===== config.mk =====
export PLATFORM = sky130hd
export DESIGN_NAME = uart_dbuf
export DESIGN_NICKNAME = d
export VERILOG_FILES = /design/src/rtl/uart_dbuf_pkg.sv /design/src/rtl/uart_tx_hold.sv /design/src/rtl/uart_rx_fifo.sv /design/src/rtl/uart_dbuf.sv
export SDC_FILE = /design/constraint.sdc
export NUM_CORES = 1
export LEC_CHECK = 0
export BUFFER_PORTS_ARGS = -buffer_cell sky130_fd_sc_hd__buf_4
export CAP_MARGIN = 5
export CORE_MARGIN = 2
export CORE_UTILIZATION = 46
export DETAILED_ROUTE_END_ITERATION = 12
export PLACE_DENSITY = 0.73
export SYNTH_ARGS = -nofsm -noshare
export SYNTH_HDL_FRONTEND = slang
export SYNTH_SLANG_ARGS = --single-unit

===== constraint.sdc =====
create_clock -name clk -period 1.6 [get_ports clk]
set_input_delay 0.16 -clock clk [delete_from_list [all_inputs] [get_ports clk]]
set_output_delay 0.16 -clock clk [all_outputs]
set_load 0.005 [all_outputs]

===== src/rtl/uart_dbuf_pkg.sv =====
// Shared types and helpers for the UART data buffer front-end.
// Assumes an 8-bit register bus and character sizes from 5 up to 8 bits.
package uart_dbuf_pkg;
    localparam int DW       = 8;
    localparam int MIN_BITS = 5;

    typedef logic [DW-1:0] char_t;

    // Keep-mask for a 2-bit character size code (00 -> MIN_BITS bits).
    function automatic char_t char_mask(input logic [1:0] size_code);
        char_t m;
        int    nbits;
        nbits = MIN_BITS + int'(size_code);
        for (int i = 0; i < DW; i++) begin
            m[i] = (i < nbits);
        end
        return m;
    endfunction
endpackage


===== src/rtl/uart_tx_hold.sv =====
// Single-entry transmit holding buffer.
// Takes a byte only while it is empty and passes it to the shifter when the
// shifter is idle and transmission is enabled. Input data arrives pre-masked.
module uart_tx_hold
    import uart_dbuf_pkg::*;
(
    input  logic  clk,
    input  logic  rst_n,
    input  logic  wr_i,
    input  char_t data_i,
    input  logic  tx_en_i,
    input  logic  sh_idle_i,
    output logic  empty_o,
    output logic  load_o,
    output char_t data_o
);
    logic  full_q;
    char_t hold_q;

    // Handover happens when there is a byte and the shifter can take it.
    assign load_o  = full_q && tx_en_i && sh_idle_i;
    assign empty_o = !full_q;
    assign data_o  = hold_q;

    // Buffer state: a handover frees it, a write only lands when it is free.
    always_ff @(posedge clk) begin
        if (!rst_n) begin
            full_q <= 1'b0;
            hold_q <= '0;
        end else if (load_o) begin
            full_q <= 1'b0;
        end else if (wr_i && !full_q) begin
            full_q <= 1'b1;
            hold_q <= data_i;
        end
    end

    p_drop_when_full_r2: assert property (@(posedge clk) disable iff (!rst_n)
        (wr_i && full_q && !load_o) |=> (full_q && $stable(hold_q)));

    p_accept_r3: assert property (@(posedge clk) disable iff (!rst_n)
        (wr_i && empty_o) |=> (!empty_o && data_o == $past(data_i)));

    p_load_frees_r3: assert property (@(posedge clk) disable iff (!rst_n)
        load_o |=> empty_o);

    p_hold_when_off_r9: assert property (@(posedge clk) disable iff (!rst_n)
        (full_q && !tx_en_i) |=> (full_q && $stable(hold_q)));
endmodule


===== src/rtl/uart_rx_fifo.sv =====
// Receive FIFO with a sticky overrun flag.
// Any read access pops when non-empty. An empty read shows the last popped
// byte. A push into a full FIFO is kept only if a pop happens in that cycle.
module uart_rx_fifo
    import uart_dbuf_pkg::*;
#(
    parameter int DEPTH = 2
) (
    input  logic  clk,
    input  logic  rst_n,
    input  logic  push_i,
    input  char_t push_data_i,
    input  logic  rd_i,
    output char_t head_o,
    output logic  nonempty_o,
    output logic  overrun_o
);
    localparam int PW = (DEPTH > 1) ? $clog2(DEPTH) : 1;
    localparam int CW = $clog2(DEPTH + 1);
    localparam logic [CW-1:0] FULL_CNT = CW'(DEPTH);
    localparam logic [PW-1:0] LAST_PTR = PW'(DEPTH - 1);

    char_t          mem [DEPTH];
    logic [PW-1:0]  wp_q, rp_q;
    logic [CW-1:0]  cnt_q;
    char_t          last_q;
    logic           ovr_q;
    logic           full, pop, push_ok, drop;

    function automatic logic [PW-1:0] ptr_next(input logic [PW-1:0] p);
        return (p == LAST_PTR) ? '0 : p + PW'(1);
    endfunction

    // Decide pop, accepted push and dropped push for this cycle.
    always_comb begin
        full    = (cnt_q == FULL_CNT);
        pop     = rd_i && (cnt_q != '0);
        push_ok = push_i && (!full || pop);
        drop    = push_i && full && !pop;
    end

    assign head_o     = (cnt_q != '0) ? mem[rp_q] : last_q;
    assign nonempty_o = (cnt_q != '0);
    assign overrun_o  = ovr_q;

    // Entry storage: write the slot at the write pointer.
    always_ff @(posedge clk) begin
        if (!rst_n) begin
            for (int i = 0; i < DEPTH; i++) mem[i] <= '0;
        end else if (push_ok) begin
            mem[wp_q] <= push_data_i;
        end
    end

    // Pointers and occupancy count.
    always_ff @(posedge clk) begin
        if (!rst_n) begin
            wp_q  <= '0;
            rp_q  <= '0;
            cnt_q <= '0;
        end else begin
            if (push_ok) wp_q <= ptr_next(wp_q);
            if (pop)     rp_q <= ptr_next(rp_q);
            case ({push_ok, pop})
                2'b10:   cnt_q <= cnt_q + CW'(1);
                2'b01:   cnt_q <= cnt_q - CW'(1);
                default: cnt_q <= cnt_q;
            endcase
        end
    end

    // Last popped byte, shown when the FIFO is empty.
    always_ff @(posedge clk) begin
        if (!rst_n)   last_q <= '0;
        else if (pop) last_q <= mem[rp_q];
    end

    // Sticky overrun: set by a dropped push, cleared by any read access.
    always_ff @(posedge clk) begin
        if (!rst_n)     ovr_q <= 1'b0;
        else if (rd_i)  ovr_q <= 1'b0;
        else if (drop)  ovr_q <= 1'b1;
    end

    p_count_bound_r4: assert property (@(posedge clk) disable iff (!rst_n)
        cnt_q <= FULL_CNT);

    p_push_seen_r6: assert property (@(posedge clk) disable iff (!rst_n)
        (push_i && !nonempty_o) |=> nonempty_o);

    p_empty_read_r7: assert property (@(posedge clk) disable iff (!rst_n)
        (rd_i && !nonempty_o && !push_i) |=> ($stable(head_o) && !nonempty_o));

    p_drop_sets_ovr_r8: assert property (@(posedge clk) disable iff (!rst_n)
        (push_i && full && !rd_i) |=> overrun_o);

    p_ovr_sticky_r8: assert property (@(posedge clk) disable iff (!rst_n)
        (overrun_o && !rd_i) |=> overrun_o);

    p_swap_full_r10: assert property (@(posedge clk) disable iff (!rst_n)
        (push_i && rd_i && full) |=> (cnt_q == FULL_CNT && !overrun_o));
endmodule


===== src/rtl/uart_dbuf.sv =====
// UART data register front-end: one bus address, a write-side holding buffer
// toward the transmit shifter and a read-side FIFO from the receive shifter.
// Assumes dr_sel already decodes the data register address.
module uart_dbuf
    import uart_dbuf_pkg::*;
#(
    parameter int RX_DEPTH = 2
) (
    input  logic          clk,
    input  logic          rst_n,
    input  logic          dr_sel,
    input  logic          bus_rd,
    input  logic          bus_wr,
    input  logic [DW-1:0] bus_wdata,
    output logic [DW-1:0] bus_rdata,
    input  logic [1:0]    char_size,
    input  logic          tx_enable,
    input  logic          shifter_idle,
    output logic          shifter_load,
    output logic [DW-1:0] shifter_data,
    input  logic          rx_strobe,
    input  logic [DW-1:0] rx_char,
    output logic          dreg_empty,
    output logic          rx_ready,
    output logic          rx_overrun
);
    char_t keep_mask;
    logic  wr_acc, rd_acc;

    // Decode bus accesses and the character-width mask.
    always_comb begin
        keep_mask = char_mask(char_size);
        wr_acc    = dr_sel && bus_wr;
        rd_acc    = dr_sel && bus_rd;
    end

    uart_tx_hold u_tx (
        .clk       (clk),
        .rst_n     (rst_n),
        .wr_i      (wr_acc),
        .data_i    (bus_wdata & keep_mask),
        .tx_en_i   (tx_enable),
        .sh_idle_i (shifter_idle),
        .empty_o   (dreg_empty),
        .load_o    (shifter_load),
        .data_o    (shifter_data)
    );

    uart_rx_fifo #(.DEPTH(RX_DEPTH)) u_rx (
        .clk         (clk),
        .rst_n       (rst_n),
        .push_i      (rx_strobe),
        .push_data_i (rx_char & keep_mask),
        .rd_i        (rd_acc),
        .head_o      (bus_rdata),
        .nonempty_o  (rx_ready),
        .overrun_o   (rx_overrun)
    );

    p_write_isolated_r1: assert property (@(posedge clk) disable iff (!rst_n)
        (wr_acc && !rd_acc && !rx_strobe) |=> $stable(bus_rdata));
endmodule


Word-level counts from Yosys, hierarchy flattened:

Memory sizes are Yosys's and may differ from the RTL's. A register that Yosys moved wholly into a read port is not among the register bits.
Index checks and enable logic that the tools add are counted.

* memory bits (writable): 16
* output and inout bits: 20
* memories: 1
* register bits after elaboration: 22

Memories
* u_rx.mem: words 2, width 8, rd ports 1, clocked after Yosys merged registers in 1, write ports 2, line uart_rx_fifo.sv:23 `char_t mem [DEPTH];`

* muxes and demuxes: 13
* eq/ne operators: 3
* reduce and logical (&&, ||, !) cells: 19
* bitwise gates (word level): 4
* $lt $le $gt $ge: 8
* add/subtract/negate cells: 5

Operators with widths (count)
* 8-bit bitwise AND: 2
* 3-bit by 4-bit less-than comparator with 1-bit output, first input constant: 4
* 8-bit two-way mux: 2
* 1-bit two-way mux: 10
* 1-bit logical AND: 9
* 1-bit by 4-bit less-than comparator with 1-bit output, first input constant: 2
* 2-bit by 4-bit less-than comparator with 1-bit output, first input constant: 2
* 8-bit OR reduction: 1
* 3-bit by 2-bit adder with 4-bit output, first input constant: 1
* 2-bit equality test, second input constant: 2
* 2-bit case mux with 2 select lines: 1
* 2-bit nonzero test: 2
* 2-bit OR reduction: 2
* 1-bit zero test: 3
* 1-bit adder, second input constant: 2
* 2-bit by 1-bit adder with 2-bit output, second input constant: 1
* 2-bit by 1-bit equality test with 1-bit output, second input constant: 1
* 1-bit inverter: 2
* 2-bit AND reduction: 1
* 2-bit by 1-bit subtractor with 2-bit output, second input constant: 1
* 1-bit logical OR: 1

Longest topological paths before layout:

* depth in word-level cells: 9
* mapped depth: 7
* mapped depth without buffers: 6

Hierarchy:

From an unflattened synthesis, not the netlist that was laid out.

* cells, all modules: 176
* area, all modules: 1760.4 um2

Modules (own cells, without submodules)
* uart_rx_fifo: area an instance 1320.0 um2, cells each 125, times used 1
* uart_tx_hold: area an instance 377.9 um2, cells each 41, times used 1
* uart_dbuf: area an instance 62.6 um2, cells each 10, times used 1

Worst setup path before layout:

Ideal clock, no wire load.

* path type: reg2reg
* from: register u_rx.cnt_q[0]
* to: register u_rx.cnt_q[1]
* arrival time: 1.619 ns
* clock period less this slack: 1.689 ns
* stages on the path, launching flop included: 7
* library setup time: 0.070 ns
* slack: -0.089 ns
* path through: dfxtp_1 > o211a_1 > buf_4 > buf_6 > ha_1 > or3_1 > a21boi_1

* word-level cells in the longest chain between the ends: 6
* elaborated cells between the ends (all ways): 12
* classes of those cells: 2 x add/sub; 3 x eq/ne; 1 x mux; 6 x reduce/logical

RTL lines
* from (decl): line uart_rx_fifo.sv:25 `logic [CW-1:0] cnt_q;`
* from (signal assigned): line uart_rx_fifo.sv:65 `2'b10: cnt_q <= cnt_q + CW'(1);`
* from (signal assigned): line uart_rx_fifo.sv:66 `2'b01: cnt_q <= cnt_q - CW'(1);`
* from (signal assigned): line uart_rx_fifo.sv:67 `default: cnt_q <= cnt_q;`
* 2-bit nonzero test *: line uart_rx_fifo.sv:37 `pop = rd_i && (cnt_q != '0);`
* 1-bit logical AND *: line uart_rx_fifo.sv:37
* net u_rx.pop: line uart_rx_fifo.sv:28 `logic full, pop, push_ok, drop;`
* 1-bit logical OR: line uart_rx_fifo.sv:38 `push_ok = push_i && (!full || pop);`
* 1-bit logical AND: line uart_rx_fifo.sv:38
* 2-bit by 1-bit equality test with 1-bit output / 2-bit equality test (equally long branches): line uart_rx_fifo.sv:64 `case ({push_ok, pop})`
* 2-bit case mux with 2 select lines / 2-bit nonzero test (equally long branches)

The timed path passes the listed nets; every way through them passes the cells marked *.
A chain may end at the register's enable or synchronous reset.

Worst setup path in the final report:

* from: register u_rx.cnt_q[0]
* to: output port bus_rdata[4]

* word-level cells in the longest chain between the ends: 2

RTL lines
* 2-bit nonzero test: line uart_rx_fifo.sv:42 `assign head_o = (cnt_q != '0) ? mem[rp_q] : last_q;`
* 8-bit two-way mux: line uart_rx_fifo.sv:42
* to (decl): line uart_dbuf.sv:15 `output logic [DW-1:0] bus_rdata,`

No other way between the ends.

==> results.toml <==
[critical_path]
critPathLaunch = "u_rx.cnt_q[0]"
timing.rr.start = "u_rx.cnt_q[0]"
max_stage_delay_ns = 0.33
crit_path_end_kind = "output port"
cp_max_fo = 5
cp_top_family = "buffers and inverters"
cp_cell_sequence = "buf_6, or2_4, buf_8, nor2_2, a21oi_1, buf_4"
worstReg2RegEnd = "u_rx.cnt_q[1]"
crit_arrival_ns = 1.45
crit_type = "reg2out"
worst-path-buf-inv = 3
r2r_slack_ns = 0.02
worstRegToRegCells = 6
start_kind = "register"
required_ns = 1.44
worst_path_max_delay_cell = "dfxtp_2"

[timing]
finalHoldViolCount = 0
maxSlewViolCount = 0
maxSlewHeadroom = 0.7821
fin_crit_sh = 1.003
setup_slack_ns = -0.005168
worst_pin_slew_ns = 0.3178
max_freq_mhz = 623.0
rsz0062_at_grt = "yes"
finalSetupViolations = 1
fin_tns_setup_ns = -0.005168
post-route-min-period_ns = 1.605
finClkSkew_ns = 0.005401

[synth]
syn_area_per_cell_um2 = 10.11
ys_seq_elements = 39
seq_area_frac_synth = 0.5505
synth_cell_types = 34
synth_nets = 196
synthCells = 169
synth_area_um2 = 1709
yosysWarnings = 0

[floorplanning]
rows = 22
die_x_um = 64.96
dieArea_um2 = 4219
initial_core_util = 0.4740
die_height_um = 64.96
design.core.area_um2 = 3606
ios = 46

[grt]
overflow = 0
grt_max_degree = 22
grt_usage = 0.1924
grt_pass1_wl_mm = 6.182
grt_antenna_before_repair = 0
grt_pass1_vias = 1403

[finish]
regArea_um2 = 944.7
final_util = 0.6652
final_cells = 275
n_antenna_cell = 0
fin_nets = 253
multiInputGateArea_um2 = 819.5
num-fill-cells = 285
drive_above_1_share = 0.3921
layout_commonest_cell = "buf_4"
syn_to_final_growth_pct = 40.34
final_cell_mix = "buf_4, nand2_1, dfxtp_1"

[min_path]
whs_path_depth = 3
holdPathEnd = "u_tx.data_o[3]"
hold_class = "in2reg"
min-delay-start = "bus_wdata[3]"

[pwr]
power_mw = 2.876
p_per_area_nw_per_um2 = 1199
p_leak_nw = 1.061
ir_drop_mv = 0.5596

[cts]
htreeDepth = 2
cts_sinks = 39
cts_buffers = 5
ctsHoldBuffers = 0
clockBufferDepth = 2
tritoncts = "built"
clk-insertion-delay-late_ns = 0.29
clock-root-buffer = "clkbuf_8"
clk_pin_slew_ns = 0.07

[drt]
first_iter_violations = 40
wire_per_inst_um = 13.44
drc = 0
dr_total_vias = 1421
dr.pass1.iters = 4
totalWireLength_mm = 3.695
routed_via_density = 5.167
ant_nets = 0

[placed_design]
place_worst_setup_slack_ns = 0.05976
dp_hpwl_mm = 2.541
routabilityCongestion = 0.7796
port-buffer-count = 45
dp.cells = 262

[outcome]
violations = "setup timing"
status = "finished, violations left"

[flow_run]
max-cap-violations = 0
==> flip-flops by register name, summed over array words and instances (netlist names), named ones only <==
register,cells
u_tx.full_q,1
u_rx.cnt_q,2
u_rx.mem,16
u_rx.last_q,8
u_rx.rp_q,1
u_rx.wp_q,1
u_rx.overrun_o,1
u_tx.data_o,8
==> worst register-to-register path: cells and delay by family (launching register included) <==
family          cells  cell delay [ns]
buf+inv             1             0.13
flops               1             0.33
fa+ha+maj           1             0.23
compound gates      2             0.30
simple gates        2             0.50
==> worst max path at each step <==
stage | end | slack (ns) | cells after the start
after floorplan | u_rx.cnt_q[1] | 0.001 | 6
after global placement | u_rx.cnt_q[1] | 0.16 | 6
after detailed placement | u_rx.cnt_q[1] | 0.06 | 5
after CTS | u_rx.cnt_q[1] | 0.007 | 6
after global routing | bus_rdata[3] | -0.05 | 6
final | bus_rdata[4] | -0.005 | 6
==> per-stage QoR <==
stage | hold WS (ns) | cell area [um^2]
2_1_floorplan | 0.3049 | 1725
6_report | 0.1327 | 2399
5_1_grt | 0.1264 | 2399
3_3_place_gp | 0.4234 | 2138
3_5_place_dp | 0.4348 | 2138
4_1_cts | 0.1264 | 2341
==> cells in the mapped netlist <==
cell / instances / area, um^2
nand2_1: 31 / 116.4
dfxtp_1: 23 / 460.4
nor2_1: 20 / 75.07
edfxtp_1: 16 / 480.5
a21oi_1: 9 / 45.04
mux2i_1: 9 / 90.09
o211a_1: 9 / 90.09
a21boi_0: 8 / 60.06
and2_1: 4 / 25.02
nor3_1: 4 / 20.02
clkbuf_1: 3 / 11.26
inv_1: 3 / 11.26
o211ai_1: 3 / 22.52
buf_2: 2 / 10.01
buf_4: 2 / 15.01
nand3_1: 2 / 10.01
nor3b_1: 2 / 15.01
o211ai_2: 2 / 25.02
xnor2_1: 2 / 17.52
a21boi_1: 1 / 7.510
a31oi_1: 1 / 6.260
and3_1: 1 / 6.260
and3b_1: 1 / 8.760
buf_6: 1 / 11.26
clkbuf_2: 1 / 5.000
ha_1: 1 / 12.51
nand2b_1: 1 / 6.260
nand3b_1: 1 / 7.510
nand4_1: 1 / 6.260
o21ai_0: 1 / 5.000
o21ai_1: 1 / 5.000
or2_1: 1 / 6.260
or3_1: 1 / 6.260
xor2_1: 1 / 8.760
==> where the power goes <==
group	total (mW)	internal [mW]	switching, mW
combinational	1.03	0.571	0.463
sequential	1.22	1.14	0.0778
clock	0.621	0.306	0.315
total	2.88	2.02	0.856
==> kinds of logic after synthesis <==
logic type,share of synthesized area
fa+ha+maj,0.007319
flops,0.5505
mux,0.05271
buf+inv,0.03733
simple gates,0.1808
xor+xnor,0.01538
compound gates,0.1559
==> area by class of cell <==
cell class,count,share of cell area
multi-input combinational,118,0.3417
timing repair buffer,59,0.2008
tap,48,0.02504
inverter,3,0.004695
sequential,39,0.3938
clock buffer,7,0.03182
clock inverter,1,0.002087
==> layer usage <==
metal | part of all wire | global-route usage | up-vias
met1 | 0.41 | 0.2217 | 662
li1 | - | - | 706
met5 | 0 | 0 | -
met2 | 0.51 | 0.3376 | 48
met4 | 0.015 | 0.06915 | 0
met3 | 0.065 | 0.05556 | 5
==> what timing repair did <==
item | in CTS | in global routing
resized for setup | 21 | 14
gates cloned | 2 | 0
pin swaps | 3 | 2
setup endpoints to repair | 8 | 9
buffers inserted | 2 | 1
endpoints found under the hold margin | 0 | 0
Power figures use the tool's default switching activity.
